==> config.mk <==
export PLATFORM = sky130hd
export DESIGN_NAME = vec_exc_capture
export DESIGN_NICKNAME = d
export VERILOG_FILES = /design/src/rtl/vec_exc_pkg.sv /design/src/rtl/vec_exc_regstep.sv /design/src/rtl/vec_exc_word_patch.sv /design/src/rtl/vec_exc_status.sv /design/src/rtl/vec_exc_ctrl.sv /design/src/rtl/vec_exc_capture.sv
export SDC_FILE = /design/constraint.sdc
export NUM_CORES = 1
export LEC_CHECK = 0
export CORE_MARGIN = 2
export CORE_UTILIZATION = 44
export DETAILED_ROUTE_END_ITERATION = 16
export PLACE_DENSITY = 0.92
export SYNTH_ARGS = -nofsm -noshare
export SYNTH_HDL_FRONTEND = slang
export SYNTH_SLANG_ARGS = --single-unit
==> constraint.sdc <==
create_clock -name clk -period 4.5 [get_ports clk]
set_clock_uncertainty 0.2 [all_clocks]
set_input_delay 0.675 -clock clk [delete_from_list [all_inputs] [get_ports clk]]
set_output_delay 0.675 -clock clk [all_outputs]
set_load 0.05 [all_outputs]
==> src/rtl/vec_exc_pkg.sv <==
package vec_exc_pkg;

    localparam int WORD_W      = 32;
    localparam int REG_FIELD_W = 4;
    localparam int COND_W      = 4;
    localparam int COND_LSB    = 28;
    localparam int FN_LSB      = 16;
    localparam int FD_LSB      = 12;
    localparam int FM_LSB      = 0;
    localparam int DX_BIT      = 22;
    localparam int NX_BIT      = 7;
    localparam int MX_BIT      = 5;
    localparam int PREC_BIT    = 8;
    localparam int NUM_OPS     = 3;

    localparam logic [COND_W-1:0] COND_ALWAYS = 4'b1110;

    typedef enum logic [1:0] {
        ST_IDLE   = 2'd0,
        ST_BOUNCE = 2'd1,
        ST_HELD   = 2'd2
    } exc_state_e;

    typedef enum logic [1:0] {
        CAUSE_INV  = 2'd0,
        CAUSE_OVF  = 2'd1,
        CAUSE_UNF  = 2'd2,
        CAUSE_NONE = 2'd3
    } cause_e;

    typedef struct packed {
        logic unf;
        logic ovf;
        logic inv;
    } cause_flags_t;

endpackage

==> src/rtl/vec_exc_regstep.sv <==
// Computes one operand's register address for a given vector iteration.
module vec_exc_regstep
    import vec_exc_pkg::*;
#(
    parameter int ITER_W        = 3,
    parameter int SGL_BANK_LOG2 = 3,
    parameter int DBL_BANK_LOG2 = 2,
    parameter bit IS_SOURCE     = 1'b0
) (
    input  logic [REG_FIELD_W-1:0] in_field,
    input  logic                   in_extra,
    input  logic                   is_dbl,
    input  logic [ITER_W-1:0]      iter,
    input  logic                   stride_two,
    output logic [REG_FIELD_W-1:0] out_field,
    output logic                   out_extra
);
    localparam int NUM_W  = REG_FIELD_W + 1;
    localparam int STEP_W = ITER_W + 1;

    logic [STEP_W-1:0]        step;
    logic [NUM_W-1:0]         sgl_num;
    logic [NUM_W-1:0]         sgl_next;
    logic [SGL_BANK_LOG2-1:0] sgl_idx;
    logic [DBL_BANK_LOG2-1:0] dbl_idx;
    logic [REG_FIELD_W-1:0]   dbl_next;
    logic                     hold;

    // iteration offset = index * stride
    assign step    = stride_two ? {iter, 1'b0} : {1'b0, iter};
    assign sgl_num = {in_field, in_extra};

    // modulo bank size falls out of the truncated index width
    assign sgl_idx  = sgl_num[SGL_BANK_LOG2-1:0] + SGL_BANK_LOG2'(step);
    assign sgl_next = {sgl_num[NUM_W-1:SGL_BANK_LOG2], sgl_idx};
    assign dbl_idx  = in_field[DBL_BANK_LOG2-1:0] + DBL_BANK_LOG2'(step);
    assign dbl_next = {in_field[REG_FIELD_W-1:DBL_BANK_LOG2], dbl_idx};

    generate
        if (IS_SOURCE) begin : g_src
            logic sgl_bank0;
            logic dbl_bank0;
            assign sgl_bank0 = (sgl_num[NUM_W-1:SGL_BANK_LOG2] == '0);
            assign dbl_bank0 = (in_field[REG_FIELD_W-1:DBL_BANK_LOG2] == '0);
            assign hold      = is_dbl ? dbl_bank0 : sgl_bank0;
        end else begin : g_dst
            assign hold = 1'b0;
        end
    endgenerate

    always_comb begin
        if (hold) begin
            out_field = in_field;
            out_extra = in_extra;
        end else if (is_dbl) begin
            out_field = dbl_next;
            out_extra = 1'b0;
        end else begin
            {out_field, out_extra} = sgl_next;
        end
    end

endmodule

==> src/rtl/vec_exc_word_patch.sv <==
// Inserts iteration addresses into the word and forces the pretrigger condition.
module vec_exc_word_patch
    import vec_exc_pkg::*;
(
    input  logic [WORD_W-1:0]               word_in,
    input  logic [NUM_OPS-1:0][REG_FIELD_W-1:0] op_field,
    input  logic [NUM_OPS-1:0]              op_extra,
    input  logic [WORD_W-1:0]               pre_in,
    output logic [WORD_W-1:0]               word_out,
    output logic [WORD_W-1:0]               pre_out
);
    // operand order: 0 = destination, 1 = first source, 2 = second source
    always_comb begin
        word_out = word_in;
        word_out[FD_LSB +: REG_FIELD_W] = op_field[0];
        word_out[DX_BIT]                = op_extra[0];
        word_out[FN_LSB +: REG_FIELD_W] = op_field[1];
        word_out[NX_BIT]                = op_extra[1];
        word_out[FM_LSB +: REG_FIELD_W] = op_field[2];
        word_out[MX_BIT]                = op_extra[2];
    end

    always_comb begin
        pre_out = pre_in;
        pre_out[COND_LSB +: COND_W] = COND_ALWAYS;
    end

endmodule

==> src/rtl/vec_exc_status.sv <==
// Remaining-iteration code and one-hot cause decode.
module vec_exc_status
    import vec_exc_pkg::*;
#(
    parameter int LEN_W = 3
) (
    input  logic [LEN_W-1:0] len_code,
    input  logic [LEN_W-1:0] iter,
    input  logic [1:0]       cause_code,
    output logic [LEN_W-1:0] remain,
    output cause_flags_t     flags
);
    assign remain = len_code - iter - LEN_W'(1);

    always_comb begin
        flags = '0;
        unique case (cause_e'(cause_code))
            CAUSE_INV:  flags.inv = 1'b1;
            CAUSE_OVF:  flags.ovf = 1'b1;
            CAUSE_UNF:  flags.unf = 1'b1;
            CAUSE_NONE: flags     = '0;
            default:    flags     = '0;
        endcase
    end

endmodule

==> src/rtl/vec_exc_ctrl.sv <==
// Capture sequencing: idle, one-cycle trigger bounce, held exception.
module vec_exc_ctrl
    import vec_exc_pkg::*;
(
    input  logic clk,
    input  logic rst_n,
    input  logic cap_strobe,
    input  logic exc_done,
    output logic load_en,
    output logic trig_reject,
    output logic exc_active
);
    exc_state_e state;
    exc_state_e state_nxt;

    always_ff @(posedge clk) begin
        if (!rst_n) state <= ST_IDLE;
        else        state <= state_nxt;
    end

    always_comb begin
        state_nxt = state;
        unique case (state)
            ST_IDLE:   if (cap_strobe) state_nxt = ST_BOUNCE;
            ST_BOUNCE: state_nxt = ST_HELD;
            ST_HELD:   if (exc_done) state_nxt = ST_IDLE;
            default:   state_nxt = ST_IDLE;
        endcase
    end

    always_comb begin
        load_en     = (state == ST_IDLE) && cap_strobe;
        trig_reject = (state == ST_BOUNCE);
        exc_active  = (state != ST_IDLE);
    end

endmodule

==> src/rtl/vec_exc_capture.sv <==
module vec_exc_capture
    import vec_exc_pkg::*;
#(
    parameter int LEN_W         = 3,
    parameter int SGL_BANK_LOG2 = 3,
    parameter int DBL_BANK_LOG2 = 2
) (
    input  logic              clk,
    input  logic              rst_n,
    input  logic              cap_strobe,
    input  logic              exc_done,
    input  logic [WORD_W-1:0] exc_word,
    input  logic [LEN_W-1:0]  vec_len,
    input  logic [1:0]        vec_stride,
    input  logic [LEN_W-1:0]  fail_iter,
    input  logic [1:0]        cause_code,
    input  logic              pre_valid,
    input  logic [WORD_W-1:0] pre_word,
    output logic              trig_reject,
    output logic              exc_active,
    output logic              exc_enable,
    output logic              second_valid,
    output logic [LEN_W-1:0]  remain_code,
    output logic [2:0]        cause_flags,
    output logic [WORD_W-1:0] cap_word,
    output logic [WORD_W-1:0] cap_second
);
    localparam logic [1:0] STRIDE2_CODE = 2'b11;

    logic                               load_en;
    logic                               is_dbl;
    logic                               stride_two;
    logic [NUM_OPS-1:0][REG_FIELD_W-1:0] in_field;
    logic [NUM_OPS-1:0]                 in_extra;
    logic [NUM_OPS-1:0][REG_FIELD_W-1:0] it_field;
    logic [NUM_OPS-1:0]                 it_extra;
    logic [WORD_W-1:0]                  patched;
    logic [WORD_W-1:0]                  pre_forced;
    logic [LEN_W-1:0]                   remain_nxt;
    cause_flags_t                       flags_nxt;

    assign is_dbl     = exc_word[PREC_BIT];
    assign stride_two = (vec_stride == STRIDE2_CODE);

    assign in_field[0] = exc_word[FD_LSB +: REG_FIELD_W];
    assign in_extra[0] = exc_word[DX_BIT];
    assign in_field[1] = exc_word[FN_LSB +: REG_FIELD_W];
    assign in_extra[1] = exc_word[NX_BIT];
    assign in_field[2] = exc_word[FM_LSB +: REG_FIELD_W];
    assign in_extra[2] = exc_word[MX_BIT];

    vec_exc_ctrl u_ctrl (
        .clk         (clk),
        .rst_n       (rst_n),
        .cap_strobe  (cap_strobe),
        .exc_done    (exc_done),
        .load_en     (load_en),
        .trig_reject (trig_reject),
        .exc_active  (exc_active)
    );

    for (genvar k = 0; k < NUM_OPS; k++) begin : g_op
        vec_exc_regstep #(
            .ITER_W        (LEN_W),
            .SGL_BANK_LOG2 (SGL_BANK_LOG2),
            .DBL_BANK_LOG2 (DBL_BANK_LOG2),
            .IS_SOURCE     (k != 0)
        ) u_step (
            .in_field   (in_field[k]),
            .in_extra   (in_extra[k]),
            .is_dbl     (is_dbl),
            .iter       (fail_iter),
            .stride_two (stride_two),
            .out_field  (it_field[k]),
            .out_extra  (it_extra[k])
        );
    end

    vec_exc_word_patch u_patch (
        .word_in  (exc_word),
        .op_field (it_field),
        .op_extra (it_extra),
        .pre_in   (pre_word),
        .word_out (patched),
        .pre_out  (pre_forced)
    );

    vec_exc_status #(.LEN_W(LEN_W)) u_status (
        .len_code   (vec_len),
        .iter       (fail_iter),
        .cause_code (cause_code),
        .remain     (remain_nxt),
        .flags      (flags_nxt)
    );

    always_ff @(posedge clk) begin
        if (!rst_n) begin
            exc_enable   <= 1'b0;
            second_valid <= 1'b0;
            remain_code  <= '0;
            cause_flags  <= '0;
            cap_word     <= '0;
            cap_second   <= '0;
        end else if (load_en) begin
            exc_enable   <= 1'b1;
            second_valid <= pre_valid;
            remain_code  <= remain_nxt;
            cause_flags  <= flags_nxt;
            cap_word     <= patched;
            cap_second   <= pre_valid ? pre_forced : '0;
        end
    end

endmodule

Word-level counts from Yosys, hierarchy flattened
Cells that the tools add are included. Widths: inputs -> output; s select.

Bits in registers: 74.

Equal/unequal tests: 7. Mux-type cells: 18. Reductions and logical operators: 7. Add/sub/neg operators: 8.

Operators by type and width (count): $mux 32 (1); $mux 2 (7); $add 3x3->3 (3); $logic_not 2->1 (4); $mux 1 (8); $add 2x2->2 (3); $eq 2x2->1 const B (3); $pmux 2 s3 (1); $eq 2x1->1 const B (2); $ne 2x2->1 const B (2); $mux 3 (1); $sub 3x1->3 const B (1); $sub 3x3->3 (1); $reduce_and 2->1 (1); $reduce_bool 2->1 (1); $logic_and 1x1->1 (1).

Depth between registers and ports, before layout
Gate-level depths: netlist of the first run.

Depth after elaboration: 5. Mapped depth: 10. Gate-level depth less buffers: 10.

Cells and area by module
Synthesis of the first run repeated with hierarchy kept, for this count alone.

Cells, all modules: 415. Area total of the unflattened synthesis: 4073.9 um^2.

By module, submodules not included: vec_exc_capture (cells each 271, times used 1, area an instance 2856.5 um^2); vec_exc_word_patch (cells each 66, times used 1, area an instance 488.0 um^2); vec_exc_regstep at g_op[1].u_step ... (cells each 23, times used 2, area an instance 202.7 um^2); vec_exc_regstep at g_op[0].u_step (cells each 14, times used 1, area an instance 147.6 um^2); vec_exc_ctrl (cells each 8, times used 1, area an instance 88.8 um^2); vec_exc_status (cells each 10, times used 1, area an instance 87.6 um^2).

Least setup slack after synthesis of the first run
Ideal clock, no wire load.

Path type: input port to flip-flop. Start: input port fail_iter[0]. End: register cap_word[17]. Arrival time: 2412 ps. Stages on the path: 9. Required time: 4226 ps. Path slack: 1813 ps. Path through: inv_1 -> a21oi_1 -> ha_1 -> inv_1 -> fa_1 -> nor3_1 -> nor3_1 -> or4_1 -> a31oi_1.

Cells in the longest elaborated chain, start to end: 4. Elaborated cells on any way between the ends: 5.

Ends and longest elaborated chain: start: declaration (line vec_exc_capture.sv:15) `input logic [LEN_W-1:0] fail_iter,`; $mux 3 * (line vec_exc_regstep.sv:30) `assign step = stride_two ? {iter, 1'b0} : {1'b0, iter};`; $add 3x3->3 or $add 2x2->2 (tied branches) (line vec_exc_regstep.sv:34, vec_exc_regstep.sv:36); $mux 2 * (line vec_exc_regstep.sv:55) `end else if (is_dbl) begin`; $mux 2 * (line vec_exc_regstep.sv:52) `if (hold) begin`; end signal: assignment (line vec_exc_capture.sv:109) `cap_word <= patched;`; end: declaration (line vec_exc_capture.sv:25) `output logic [WORD_W-1:0] cap_word,`.

Every way passes the cells marked *; elsewhere a longest branch is shown, timed or not. A chain may end at the register's enable or synchronous reset.

Worst setup path after layout of the first run
Start: input port vec_stride[0]. End: register cap_word[17].

Cells in the longest elaborated chain, start to end: 5. Elaborated cells on any way between the ends: 6.

Ends and longest elaborated chain: start: declaration (line vec_exc_capture.sv:14) `input logic [1:0] vec_stride,`; $eq 2x2->1 * (line vec_exc_capture.sv:43) `assign stride_two = (vec_stride == STRIDE2_CODE);`; $mux 3 * (line vec_exc_regstep.sv:30); $add 3x3->3 or $add 2x2->2 (tied branches) (line vec_exc_regstep.sv:34, vec_exc_regstep.sv:36); $mux 2 * (line vec_exc_regstep.sv:55); $mux 2 * (line vec_exc_regstep.sv:52).

Marks and branches as above.

==> out/results.ini, run 1 <==
[run_status]
status = complete, no violations

[worst_hold_path]
hold_path_class = flop to flop

[route]
drc = 0
vias_per_cell = 5.07
drt-initial-drc-count = 108
wl_per_cell_um = 14.0
num_vias = 3039
wl_mm = 8.39
ant_nets = 0
dr.pass1.iters = 4

[clock_network]
clock_latency_ns = 0.33
clk_pin_slew_ns = 0.07
cts_root_buf = clkbuf_8
cts.path.max_buffers = 2
hold_buffers = 0
cts_tree = done
numCtsBuffers = 9
post_cts_buffers = 0
clock_sinks = 70
cts_resized = 0
htree_levels = 3

[synthesis]
synthArstFlopShare_pct = 0
synth_common_cells = nand2_1, dfxtp_1, a21boi_0, nand3_1, clkbuf_1
synth.largest_area_cell = dfxtp_1
yosysMostFrequentCell = nand2_1
ys_ff_latch = 70
syn-num-nets = 458
synth_ff_type = dfxtp_1
netlist_instances = 368
synth_area_sq_mm = 0.00311
yosysWarnings = 0
synth_edf_count = 0
synth_cell_type_count = 37
synth.top_cell.area_share_pct = 45.1
ys_seq_area_share_pct = 45.1
syn_area_per_cell_sq_um = 8.44
ys_top_cells_by_area = dfxtp_1, a21boi_0, nand2_1, nand3_1, ha_1

[power_and_ir_drop]
powerDensity_mw_per_mm2 = 333
swShare_pct = 31.9
power_frac_comb_pct = 27.0
p_leak_nw = 1.79
p_switching_mw = 0.508
intPower_mw = 1.08
seqPwrFrac_pct = 42.4
ir_drop_mv = 0.184
power_frac_clock_pct = 30.6

[critical_path]
startpoint_type = primary input
ff2ff_setup_slack_ns = 2.14
cp.arrival_ns = 3.21
worstPathMaxFanout = 6
endpoint_kind = flop
required_ns = 4.57
path_class = primary input to flop

[place]
gp_congestion = 0.763
port_buffers = 147
dp_hpwl_mm = 5.94
placed_area_sq_mm = 0.00458

[sta]
fin_crit_sh_pct = 69.9
tns_ns = 0
min_period_ns = 3.15
rsz0062_at_grt = no
max_freq_mhz = 318
worstMarginPinSlew_ns = 1.02
setup_violations = 0
slew_viol_final = 0
finalHoldViolCount = 0
max-slew-margin-rel_pct = 31.6

[final_layout]
drive_gt1_share_pct = 4.56
nNetsFinal = 589
areaGrowthSynthToFinish_pct = 53.6
finalInstanceArea_sq_mm = 0.00477
num_antenna_cells = 0

[job]
cap_violations = 0

[die]
core_area_sq_mm = 0.00683
die_area_sq_mm = 0.00775
rows = 30
fp.dieH_um = 88.0
start_util_pct = 45.5
io_pins = 153
die_w_um = 88.0

[grt]
track_usage_pct = 21.8
antenna_found_initial = 0
grt_pass1_vias = 2891
grt_start_max_net_pins = 71
overflow = 0
grt_pass1_wl_mm = 13.3

## power by group through the flow
stage | clock network [mW] | registers [mW] | logic, mW
final | 0.486 | 0.674 | 0.430
after global routing | 0.528 | 0.679 | 0.460
after CTS | 0.501 | 0.675 | 0.432
after detailed placement | 0 | 0.689 | 0.430
after global placement | 0 | 0.686 | 0.421
after floorplan | 0 | 0.811 | 0.136
## cell families after synthesis
family | share of synthesized area [%]
buffers and inverters | 5.48
other | 0.121
AOI/OAI and AO/OA | 20.9
DFF | 45.1
and+or+nand+nor | 21.8
adders and majority gates | 5.40
xor gates and xnor gates | 0.564
muxes | 0.644
## worst max-delay path, cell delays in order
cell and delay (ns):
clkdlybuf4s50_1 0.47, a21oi_1 0.50, ha_1 0.26, inv_1 0.05, fa_1 0.38, nor3_1 0.19, nor3_1 0.09, or4_1 0.43
a31oi_1 0.16
## metrics by stage
step / hold slack, ns / utilization, % / total power, mW / instances / worst slack (ns)
2_1_floorplan: 0.361 / - / 0.947 / 368 / 1.81
6_report: 0.265 / 69.9 / 1.59 / 600 / 1.35
5_1_grt: 0.290 / 69.9 / 1.67 / 600 / 1.10
3_3_place_gp: 0.252 / 67.1 / 1.11 / 584 / 1.13
3_5_place_dp: 0.260 / 67.1 / 1.12 / 584 / 1.02
4_1_cts: 0.269 / 69.9 / 1.61 / 600 / 1.36
## metal layers
metal  global-route usage, %  share of wire, %  wire length (um)  vias to the layer above
met5                       0                 0                 0                        -
met4                    11.3               2.9               246                        0
met3                    6.13               7.8               654                       21
met2                    37.5                48              4060                      117
met1                    24.5                41              3430                     1399
li1                        -                 -                 -                     1502
## placed cells by master (no fill, tap or decap), types with 4 or more instances in the layout
cell / Yosys / routed
clkbuf_8: 0 / 9
inv_1: 11 / 11
a21boi_0: 59 / 59
a21oi_1: 5 / 5
nand3_1: 30 / 30
nor3_1: 5 / 5
dfxtp_1: 70 / 70
nor2_1: 5 / 5
o21ai_0: 6 / 6
and3_1: 4 / 4
clkdlybuf4s50_1: 0 / 146
nand2_1: 92 / 91
o21a_1: 4 / 4
ha_1: 7 / 7
fa_1: 4 / 4
## layout make-up
type,count,area [sq um]
Clock buffer,10,128
Clock inverter,6,62.6
Fill cell,539,2060
Inverter,11,41.3
Multi-Input combinational cell,258,1540
Sequential cell,70,1400
Tap cell,96,120
Timing Repair Buffer,149,1480
## final timing paths
check | startpoint | cells after the start | to
hold reg to reg | remain_code[0]$_SDFFE_PN0P_ | 2 | remain_code[0]$_SDFFE_PN0P_
setup / recovery | vec_stride[0] | 9 | cap_word[17]$_SDFFE_PN0P_
hold / removal | remain_code[0]$_SDFFE_PN0P_ | 2 | remain_code[0]$_SDFFE_PN0P_
setup reg to reg | u_ctrl.state[0]$_SDFFE_PN0P_ | 5 | cap_second[9]$_SDFFE_PN0P_
## flip-flops by register name, summed over array words and instances, names as in the netlist
register	count
u_ctrl.state	2
cause_flags	3
cap_word	32
cap_second	29
remain_code	3
exc_enable	1
Note: power is estimated with default switching activity, not from simulation.
==> run 2, diff against run 1 <==
--- a/config.mk
+++ b/config.mk
@@ -6,9 +6,9 @@
 export NUM_CORES = 1
 export LEC_CHECK = 0
 export CORE_MARGIN = 2
-export CORE_UTILIZATION = 44
+export CORE_UTILIZATION = 37
 export DETAILED_ROUTE_END_ITERATION = 16
-export PLACE_DENSITY = 0.92
+export PLACE_DENSITY = 0.83
 export SYNTH_ARGS = -nofsm -noshare
 export SYNTH_HDL_FRONTEND = slang
 export SYNTH_SLANG_ARGS = --single-unit
==> constraint.sdc (replaced) <==
create_clock -name clk -period 2.8 [get_ports clk]
set_clock_uncertainty 0.2 [all_clocks]
set_input_delay 0.42 -clock clk [delete_from_list [all_inputs] [get_ports clk]]
set_output_delay 0.42 -clock clk [all_outputs]
set_load 0.05 [all_outputs]
==> run 2 against run 1 <==
  * Setup slack got worse by 1.1 ns
  * Flip-flop and latch count did not move
  * Register-to-register slack worse by 1.2 ns
  * Sequential share of layout area down 1.0 points
  * Final area grew 3.5%
  * Clock-buffer cell count grew 1
  * Core utilization down 9.4 points
  * Combinational power up 65%
  * First-iteration DRC count fell by 51%
  * Non-clock buffer count up 10
  * Critical endpoint is now cap_word[13]$_SDFFE_PN0P_
==> out/results.ini, run 2 (synthesis results as in run 1) <==
[run_status]
status = complete, no violations

[place]
dp_hpwl_mm = 6.33
port_buffers = 147
gp_congestion = 0.748
place_ws_ns = -0.107
dp_cells = 603

[job]
cap_violations = 0

[die]
rows = 33
core_area_sq_mm = 0.00818
fp.dieH_um = 95.6
die_w_um = 95.6
die_area_sq_mm = 0.00915
start_util_pct = 38.0
io_pins = 153

[critical_path]
ff2ff_setup_slack_ns = 0.90
regToRegEndpoint = cap_word[13]$_SDFFE_PN0P_
path_class = primary input to flop
worstPathMaxFanout = 4
r2r-start = u_ctrl.state[0]$_SDFFE_PN0P_
cp.arrival_ns = 2.62
critPathMaxStageDelay_ns = 0.53
crit_buf_inv = 2
startpoint_type = primary input
required_ns = 2.85
crit_path_top_delay_cell = clkdlybuf4s50_1
path_cells = clkdlybuf4s50_1 > a21boi_1 > nor2_2 > buf_4 > fa_1 > nor3_1 > o21ai_0 > a31o_1 > a31oi_1
endpoint_kind = flop
cpLargestDelayFamily = compound AO/OA/AOI/OAI gates
r2r_cells = 5

[sta]
tns_ns = 0
finalWorstSetupSlack_ns = 0.233
setup_violations = 0
finalHoldViolCount = 0
max-slew-margin-rel_pct = 61.0
worstMarginPinSlew_ns = 0.583
fin_crit_sh_pct = 91.7
rsz0062_at_grt = no
min_period_ns = 2.57
max_freq_mhz = 390
slew_viol_final = 0

[final_layout]
fin_cells = 619
largest_register_ffs = 32
drive_gt1_share_pct = 6.42
nFillCells = 691
largest-register = cap_word
areaGrowthSynthToFinish_pct = 59.1
num_antenna_cells = 0
layout_common_cells = clkdlybuf4s50_1, nand2_1, dfxtp_1
nNetsFinal = 599
layout.cells.most_common = clkdlybuf4s50_1
top_regs = cap_word (32), cap_second (29)

[worst_hold_path]
hold_path_class = flop to flop
hold_path_depth = 2
hold_path_end = cap_second[6]$_SDFFE_PN0P_
hold_path.startpoint = cap_second[6]$_SDFFE_PN0P_

[route]
wl_per_cell_um = 13.8
vias_per_cell = 4.95
wl_mm = 8.57
num_vias = 3063
ant_nets = 0
dr.pass1.iters = 4
drc = 0
drt-initial-drc-count = 53

[clock_network]
cts_resized = 0
post_cts_buffers = 0
cts_tree = done
clock_latency_ns = 0.33
clock_sinks = 70
cts.path.max_buffers = 2
cts_root_buf = clkbuf_8
numCtsBuffers = 9
htree_levels = 3
clk_pin_slew_ns = 0.07
hold_buffers = 0

[grt]
grt_start_max_net_pins = 42
antenna_found_initial = 0
grt_pass1_wl_mm = 13.5
overflow = 0
grt_pass1_vias = 2969
track_usage_pct = 18.8

[power_and_ir_drop]
powerDensity_mw_per_mm2 = 566
total_power_mw = 2.80
ir_drop_mv = 0.263
p_leak_nw = 1.87

-- run 2: cell count changes in the layout (fill, tap and decap cells not counted), sizes merged --
cell      change
buf          +10
clkinv        -4
bufinv        +2
clkbuf        +1
clkinvlp      +1
-- run 2: worst max path at each step --
stage,start,endpoint,depth (start not counted)
final,fail_iter[1],cap_word[13]$_SDFFE_PN0P_,9
after global routing,vec_stride[0],cap_word[13]$_SDFFE_PN0P_,10
after CTS,fail_iter[1],cap_word[13]$_SDFFE_PN0P_,9
after detailed placement,fail_iter[1],cap_word[13]$_SDFFE_PN0P_,9
after global placement,fail_iter[0],cap_word[17]$_SDFFE_PN0P_,10
after floorplan,fail_iter[0],cap_word[17]$_SDFFE_PN0P_,9
-- run 2: layout make-up --
| class | count | area, sq um | share of cell area, % |
|---|---|---|---|
| clock inverters | 5 | 106 | 2.15 |
| repair buffers | 159 | 1580 | 32.0 |
| inverters | 11 | 41.3 | 0.835 |
| well taps | 105 | 131 | 2.66 |
| multi-input cells | 258 | 1540 | 31.1 |
| clock buffers | 11 | 141 | 2.86 |
| flip-flops and latches | 70 | 1400 | 28.4 |
-- run 2: metrics by stage --
step | hold slack, ns | util (%) | area, sq um
6_report | 0.261 | 60.5 | 4940
2_1_floorplan | 0.361 | - | 3110
4_1_cts | 0.265 | 60.5 | 4940
3_3_place_gp | 0.248 | 57.4 | 4690
3_5_place_dp | 0.255 | 57.4 | 4690
5_1_grt | 0.285 | 60.5 | 4940
-- run 2: metal layers --
metal	wire length (um)	vias up	GRT usage (%)	part of all wire (%)
li1	-	1522	-	-
met1	3460	1415	20.1	40
met2	4040	111	33.2	47
met3	913	15	7.91	11
met4	159	0	6.79	1.9
met5	0	-	0	0
-- run 2: report_power, final --
part / internal [mW] / leakage (nW) / total, mW / switching (mW)
logic: 0.292 / 1.18 / 0.711 / 0.419
registers: 1.05 / 0.573 / 1.08 / 0.0292
clock network: 0.619 / 0.120 / 1.00 / 0.384
-- run 2: worst reg2reg max path, delay by kind of cell, from the launching register on --
family                 cells  cell delay [ns]
flip-flops                 1             0.33
AND/OR/NAND/NOR            2             0.68
buffers and inverters      1             0.33
AO/OA/AOI/OAI              2             0.30
